**config.mk**
```make
export PLATFORM = sky130hd
export DESIGN_NAME = irq_throttle_ctrl
export DESIGN_NICKNAME = d
export VERILOG_FILES = /design/src/rtl/irqt_pkg.sv /design/src/rtl/irqt_prescaler.sv /design/src/rtl/irqt_throttle_timer.sv /design/src/rtl/irqt_cause_reg.sv /design/src/rtl/irq_throttle_ctrl.sv
export SDC_FILE = /design/constraint.sdc
export NUM_CORES = 1
export LEC_CHECK = 0
export ABC_AREA = 0
export BUFFER_PORTS_ARGS = -buffer_cell sky130_fd_sc_hd__buf_2
export CAP_MARGIN = 20
export CORE_ASPECT_RATIO = 0.6
export CORE_MARGIN = 3
export CORE_UTILIZATION = 35
export CTS_CLUSTER_SIZE = 14
export DETAILED_ROUTE_END_ITERATION = 7
export SLEW_MARGIN = 15
export SYNTH_ARGS = -nofsm -noshare
export SYNTH_HDL_FRONTEND = slang
export SYNTH_SLANG_ARGS = --single-unit
```
**constraint.sdc**
```tcl
create_clock -name clk -period 4.6 [get_ports clk]
set_clock_uncertainty 0.15 [all_clocks]
set_input_delay 0.92 -clock clk [delete_from_list [all_inputs] [get_ports clk]]
set_output_delay 0.92 -clock clk [all_outputs]
set_load 0.02 [all_outputs]
```
**src/rtl/irqt_pkg.sv**
```systemverilog
// Shared definitions for the interrupt throttle controller.
// Assumes the clock period is given in whole nanoseconds.
package irqt_pkg;
    localparam int unsigned THROTTLE_UNIT_NS = 256;

    // Cycles per throttle unit, never below one.
    function automatic int unsigned unit_cycles(input int unsigned period_ns);
        if (period_ns >= THROTTLE_UNIT_NS || period_ns == 0)
            return 1;
        return THROTTLE_UNIT_NS / period_ns;
    endfunction

    // Command from the posting logic to the throttle timer.
    typedef enum logic [1:0] {
        TMR_HOLD = 2'd0,
        TMR_LOAD = 2'd1,
        TMR_STOP = 2'd2
    } tmr_act_e;
endpackage

```
**src/rtl/irqt_prescaler.sv**
```systemverilog
// Divides the clock down to one tick per throttle unit.
// Assumes restart and run come from the timer that owns it; restart
// realigns the unit boundary to the arming edge.
module irqt_prescaler #(
    parameter int unsigned UNIT = 51
) (
    input  logic clk,
    input  logic rst_n,
    input  logic restart,
    input  logic run,
    output logic tick
);
    localparam int unsigned PW = (UNIT > 1) ? $clog2(UNIT) : 1;
    localparam logic [PW-1:0] TOP = PW'(UNIT - 1);

    logic [PW-1:0] cnt;

    // Count down through one unit, reload on restart or on wrap.
    always_ff @(posedge clk) begin
        if (!rst_n)
            cnt <= TOP;
        else if (restart)
            cnt <= TOP;
        else if (run)
            cnt <= (cnt == '0) ? TOP : cnt - 1'b1;
    end

    assign tick = run && (cnt == '0);
endmodule

```
**src/rtl/irqt_throttle_timer.sv**
```systemverilog
// One-shot throttle timer counting whole units of 256 ns.
// Assumes LOAD is only issued with a nonzero interval and while idle;
// fire is high for one cycle at the end of the last unit.
module irqt_throttle_timer
    import irqt_pkg::*;
#(
    parameter int unsigned ITVL_W = 16,
    parameter int unsigned UNIT   = 51
) (
    input  logic              clk,
    input  logic              rst_n,
    input  tmr_act_e          act,
    input  logic [ITVL_W-1:0] itvl,
    output logic              running,
    output logic              fire
);
    localparam logic [ITVL_W-1:0] LAST = ITVL_W'(1);

    logic [ITVL_W-1:0] units;
    logic              tick;

    irqt_prescaler #(.UNIT(UNIT)) u_pre (
        .clk     (clk),
        .rst_n   (rst_n),
        .restart (act == TMR_LOAD),
        .run     (running),
        .tick    (tick)
    );

    assign fire = running && tick && (units == LAST);

    // Track remaining units and the running state.
    always_ff @(posedge clk) begin
        if (!rst_n) begin
            running <= 1'b0;
            units   <= '0;
        end else begin
            case (act)
                TMR_STOP: running <= 1'b0;
                TMR_LOAD: begin
                    running <= 1'b1;
                    units   <= itvl;
                end
                default: begin
                    if (fire)
                        running <= 1'b0;
                    else if (tick)
                        units <= units - 1'b1;
                end
            endcase
        end
    end
endmodule

```
**src/rtl/irqt_cause_reg.sv**
```systemverilog
// Cause register, asserted flag and mask register.
// Exposes the next pending causes and next mask so the posting logic
// judges a post against the state the edge will store.
module irqt_cause_reg #(
    parameter int unsigned N = 7
) (
    input  logic         clk,
    input  logic         rst_n,
    input  logic         cause_rd,
    input  logic [N-1:0] cause_req,
    input  logic [N-1:0] extra_set,
    input  logic         set_flag,
    input  logic         clr_flag,
    input  logic         mask_wr,
    input  logic [N-1:0] mask_wdata,
    output logic [N-1:0] pend_nx,
    output logic [N-1:0] mask_nx,
    output logic         dup_hit,
    output logic [N-1:0] cause_lo,
    output logic [N-1:0] mask_q,
    output logic         flag_q
);
    logic [N-1:0] pend_base;

    // Pending causes after a read-to-clear, then with new requests.
    always_comb begin
        pend_base = cause_rd ? '0 : cause_lo;
        pend_nx   = pend_base | cause_req;
        mask_nx   = mask_wr ? mask_wdata : mask_q;
        dup_hit   = |(cause_req & pend_base);
    end

    // Store causes, mask and the asserted flag.
    always_ff @(posedge clk) begin
        if (!rst_n) begin
            cause_lo <= '0;
            mask_q   <= '0;
            flag_q   <= 1'b0;
        end else begin
            cause_lo <= pend_nx | extra_set;
            mask_q   <= mask_nx;
            if (set_flag)
                flag_q <= 1'b1;
            else if (clr_flag)
                flag_q <= 1'b0;
        end
    end
endmodule

```
**src/rtl/irq_throttle_ctrl.sv**
```systemverilog
// Top of the interrupt throttle and mask controller.
// Decides each cycle whether to post, arm or stop the throttle timer
// from requests, mask writes and timer expiry. Assumes all strobes are
// single-cycle and synchronous to clk. Interval writes apply next cycle.
module irq_throttle_ctrl
    import irqt_pkg::*;
#(
    parameter int unsigned CAUSE_W       = 8,
    parameter int unsigned ITVL_W        = 16,
    parameter int unsigned CLK_PERIOD_NS = 5,
    parameter int unsigned RXT_BIT       = 0
) (
    input  logic               clk,
    input  logic               rst_n,
    input  logic [CAUSE_W-2:0] cause_req,
    input  logic               cause_now,
    input  logic               mask_wr,
    input  logic [CAUSE_W-2:0] mask_wdata,
    input  logic               itvl_wr,
    input  logic [ITVL_W-1:0]  itvl_wdata,
    input  logic               cause_rd,
    input  logic               rxdly_armed,
    output logic               irq,
    output logic [CAUSE_W-1:0] cause_q,
    output logic               rxdly_cancel
);
    localparam int unsigned N    = CAUSE_W - 1;
    localparam int unsigned UNIT = unit_cycles(CLK_PERIOD_NS);
    localparam logic [N-1:0] RXT_M = N'(1) << RXT_BIT;

    logic [ITVL_W-1:0] itvl_q;
    logic [N-1:0]      pend_nx, mask_nx, cause_lo, mask_q, extra_set;
    logic              dup_hit, flag_q, tmr_running, tmr_fire;
    logic              req_fresh, itvl_zero, hit, now_path;
    logic              mask_post, mask_arm, mask_drop, post_ok, arm_try;
    logic              cancel_q;
    tmr_act_e          act;

    irqt_cause_reg #(.N(N)) u_cause (
        .clk        (clk),
        .rst_n      (rst_n),
        .cause_rd   (cause_rd),
        .cause_req  (cause_req),
        .extra_set  (extra_set),
        .set_flag   (post_ok),
        .clr_flag   (cause_rd || mask_drop),
        .mask_wr    (mask_wr),
        .mask_wdata (mask_wdata),
        .pend_nx    (pend_nx),
        .mask_nx    (mask_nx),
        .dup_hit    (dup_hit),
        .cause_lo   (cause_lo),
        .mask_q     (mask_q),
        .flag_q     (flag_q)
    );

    irqt_throttle_timer #(.ITVL_W(ITVL_W), .UNIT(UNIT)) u_tmr (
        .clk     (clk),
        .rst_n   (rst_n),
        .act     (act),
        .itvl    (itvl_q),
        .running (tmr_running),
        .fire    (tmr_fire)
    );

    // Posting decision for this cycle.
    always_comb begin
        req_fresh = (|cause_req) && !(dup_hit && !cause_now);
        itvl_zero = (itvl_q == '0);
        hit       = |(pend_nx & mask_nx);
        now_path  = req_fresh && (itvl_zero || cause_now);
        mask_post = mask_wr && hit && itvl_zero;
        mask_arm  = mask_wr && hit && !itvl_zero;
        mask_drop = mask_wr && !hit;
        post_ok   = (now_path || mask_post || tmr_fire) && hit;
        arm_try   = (req_fresh && !itvl_zero && !cause_now) || mask_arm;
        extra_set = (post_ok && rxdly_armed) ? RXT_M : '0;
        if (post_ok || now_path || mask_drop)
            act = TMR_STOP;
        else if (arm_try && !tmr_running)
            act = TMR_LOAD;
        else
            act = TMR_HOLD;
    end

    // Interval register and registered cancel pulse.
    always_ff @(posedge clk) begin
        if (!rst_n) begin
            itvl_q   <= '0;
            cancel_q <= 1'b0;
        end else begin
            if (itvl_wr)
                itvl_q <= itvl_wdata;
            cancel_q <= post_ok && rxdly_armed;
        end
    end

    assign irq          = flag_q;
    assign cause_q      = {flag_q, cause_lo};
    assign rxdly_cancel = cancel_q;
endmodule

```
==> flow_summary.json <==
{
  "max_freq_mhz": 283,
  "grt_pass1_wl_um": 9960,
  "fillers": 662,
  "portBuffers": 46,
  "r2r_cells": 9,
  "cts-resized-gates": 0,
  "nets": 365,
  "synth_top_area_share_pct": 41.5,
  "r2r-end": "u_tmr.units[14]$_SDFFE_PN0P_",
  "yosysWarnings": 0,
  "start_kind": "input port",
  "total_leakage_power_nw": 1.20,
  "syn_inst": 286,
  "drive_gt1_share_pct": 20.6,
  "synth_seq_area_share_pct": 41.5,
  "dp_hpwl_um": 4280,
  "maxSlewHeadroom_pct": 48.3,
  "initial_core_util_pct": 37.9,
  "synth.area.top_cells": "dfxtp_1 (42%), mux2i_1 (6.0%), nor2b_1 (5.4%)",
  "synth_cell_types": 48,
  "slew_viol_final": 0,
  "drc": 0,
  "worstMarginPinSlew_ns": 0.775,
  "clk_latency_ns": 0.29,
  "synthArstFlopShare_pct": 0,
  "hold_end": "u_tmr.units[3]$_SDFFE_PN0P_",
  "cts_root_buf": "clkbuf_16",
  "dieArea_um2": 8690,
  "p_per_area_nw_per_um2": 362,
  "hp-start": "u_tmr.units[3]$_SDFFE_PN0P_",
  "cp_data_required_time_ns": 4.66,
  "worstSetupPathType": "in -> reg",
  "io_pins": 47,
  "synth_top_flop_cell": "dfxtp_1",
  "overflow": 0,
  "worst_setup_path_end_kind": "flop",
  "yosysTopAreaCell": "dfxtp_1",
  "cts.htree.levels": 2,
  "cts.sinks": 55,
  "place_inst": 417,
  "status": "complete, no violations",
  "cts_buffer_depth": 2,
  "fin_crit_sh_pct": 76.8,
  "power_frac_comb_pct": 17.1,
  "cts_setup_buffers": 0,
  "grt.total_usage_pct": 14.2,
  "cp_data_arrival_time_ns": 3.60,
  "wl_per_cell_um": 13.9,
  "clk_pin_slew_ns": 0.06,
  "holdBufCountCts": 0,
  "drtIter0Drc": 119,
  "drt-total-wl_um": 5890,
  "clkPwrFrac_pct": 34.6,
  "synth-edff-count": 0,
  "fin_cells": 425,
  "avgSynthCellArea_um2": 9.27,
  "cts_buffers": 5,
  "syn_area_um2": 2650,
  "grt_pass1_vias": 1982,
  "power.switching_mw": 0.308,
  "dr_total_vias": 2178,
  "placementRows": 23,
  "ys_seq_elements": 55,
  "seqPwrFrac_pct": 48.3,
  "coreArea_um2": 6990,
  "tns_ns": 0,
  "hp-class": "reg -> reg",
  "setup_violations": 0,
  "irDropWorstVdd_mv": 0.135,
  "switching_share_pct": 27.4,
  "via_per_inst": 5.12,
  "area_growth_syn_to_layout_pct": 16.8,
  "fp.dieH_um": 73.4,
  "path_max_fanout": 16,
  "fin_crit_ns": 3.53,
  "cts_tree": "built",
  "die_x_um": 118,
  "r2r-start": "u_tmr.u_pre.cnt[0]$_SDFFE_PP0P_",
  "drv_cap": 0,
  "dr.pass1.iters": 4,
  "hold_violations": 0,
  "syn_nets": 327,
  "final_common_cell": "dfxtp_1",
  "antenna_found_initial": 0,
  "place.gp.congestion": 0.844,
  "grt_setup_unrepaired": "no",
  "grt_max_degree": 53,
  "antennaDiodeCount": 0,
  "holdPathStages": 2,
  "p_int_mw": 0.813,
  "r2r_slack_ns": 1.68,
  "ant_nets": 0,
  "mostFrequentLayoutCells": "dfxtp_1 (55), buf_2 (46), o21ai_0 (27)"
}
Yosys cell counts, types with 2 or more instances:
library cell and number:
a21oi_1 12, nand2b_1 5, inv_1 6, nand2_1 8
o31ai_1 2, xnor2_1 11, nand4_1 3, xor2_1 2
and4_1 2, clkbuf_1 12, and2_1 8, a31oi_1 9
nor2b_1 23, and3_1 4, o22ai_1 2, nor2_1 9
or3_1 8, nand3_1 3, nor3_1 2, buf_2 2
mux2i_1 16, or4_1 5, a22oi_1 2, ha_1 4
mux2_2 7, dfxtp_1 55, o21a_1 8, a211oi_1 3
o21ai_0 27, nor4_1 6, a2111oi_0 3
sequential cells by signal, summed over array words and instances, names as in the netlist:
| register | flops |
|---|---|
| u_tmr.units | 16 |
| u_cause.cause_lo | 7 |
| u_tmr.running | 1 |
| u_cause.flag_q | 1 |
| u_cause.mask_q | 7 |
| u_tmr.u_pre.cnt | 6 |
| rxdly_cancel | 1 |
| itvl_q | 16 |
kinds of logic (layout without fill, tap and decap cells):
| logic type | after synthesis | in the layout | synth area share (%) |
|---|---|---|---|
| compound gates | 76 | 76 | 17.9 |
| xor+xnor | 13 | 13 | 4.30 |
| fa+ha+maj | 4 | 4 | 1.89 |
| buf+inv | 22 | 61 | 3.64 |
| flops | 55 | 55 | 41.5 |
| mux | 23 | 23 | 9.02 |
| simple gates | 93 | 93 | 21.7 |
power by group through the flow:
stage / combinational (mW) / sequential [mW] / clock (mW)
2_1_floorplan: 0.130 / 0.549 / 0
3_3_place_gp: 0.190 / 0.552 / 0
3_5_place_dp: 0.191 / 0.552 / 0
4_1_cts: 0.191 / 0.541 / 0.397
5_1_grt: 0.217 / 0.547 / 0.414
6_report: 0.192 / 0.542 / 0.388
area by class of cell:
cell class,count,area (um^2),area share (%)
clock buffers,7,143,4.61
clock inverters,1,8.76,0.283
inverters,6,22.5,0.728
multi-input cells,209,1460,47.1
flip-flops and latches,55,1100,35.6
well taps,100,125,4.04
repair buffers,47,238,7.68
stage by stage:
stage          hold slack, ns  util [%]  instance area [um^2]  worst slack, ns  power [mW]
2_1_floorplan           0.306         -                  2650             1.08       0.680
3_3_place_gp            0.329      42.1                  2940            0.858       0.742
3_5_place_dp            0.333      42.1                  2940            0.767       0.742
4_1_cts                 0.345      44.2                  3090             1.08        1.13
5_1_grt                 0.392      44.2                  3090            0.920        1.18
6_report                0.344      44.2                  3090             1.07        1.12
worst max-delay path, cell delays in order:
cell     delay [ns]
buf_2          0.12
or4_4          0.54
nor4_4         0.27
nor3_1         0.13
or4_1          0.66
and2_4         0.29
or4_1          0.50
a31oi_1        0.16
layer usage:
layer / GRT usage, % / wire length [um] / vias to the layer above
met5: 0 / 0 / -
met3: 4.00 / 349 / 5
met2: 17.6 / 2070 / 56
met4: 4.29 / 53 / 0
li1: - / - / 1133
met1: 22.6 / 3410 / 984
worst max path at each step:
stage | start | endpoint | slack [ns] | cells after the start
4_1_cts | cause_req[5] | u_tmr.units[14]$_SDFFE_PN0P_ | 1.08 | 8
3_3_place_gp | cause_req[5] | u_tmr.units[14]$_SDFFE_PN0P_ | 0.86 | 8
3_5_place_dp | cause_req[5] | u_tmr.units[14]$_SDFFE_PN0P_ | 0.77 | 8
6_report | cause_req[5] | u_tmr.units[14]$_SDFFE_PN0P_ | 1.07 | 8
5_1_grt | cause_req[5] | u_tmr.units[14]$_SDFFE_PN0P_ | 0.92 | 8
2_1_floorplan | cause_req[5] | u_tmr.units[14]$_SDFFE_PN0P_ | 1.08 | 9
No activity file was read; power rests on OpenSTA's default activity.
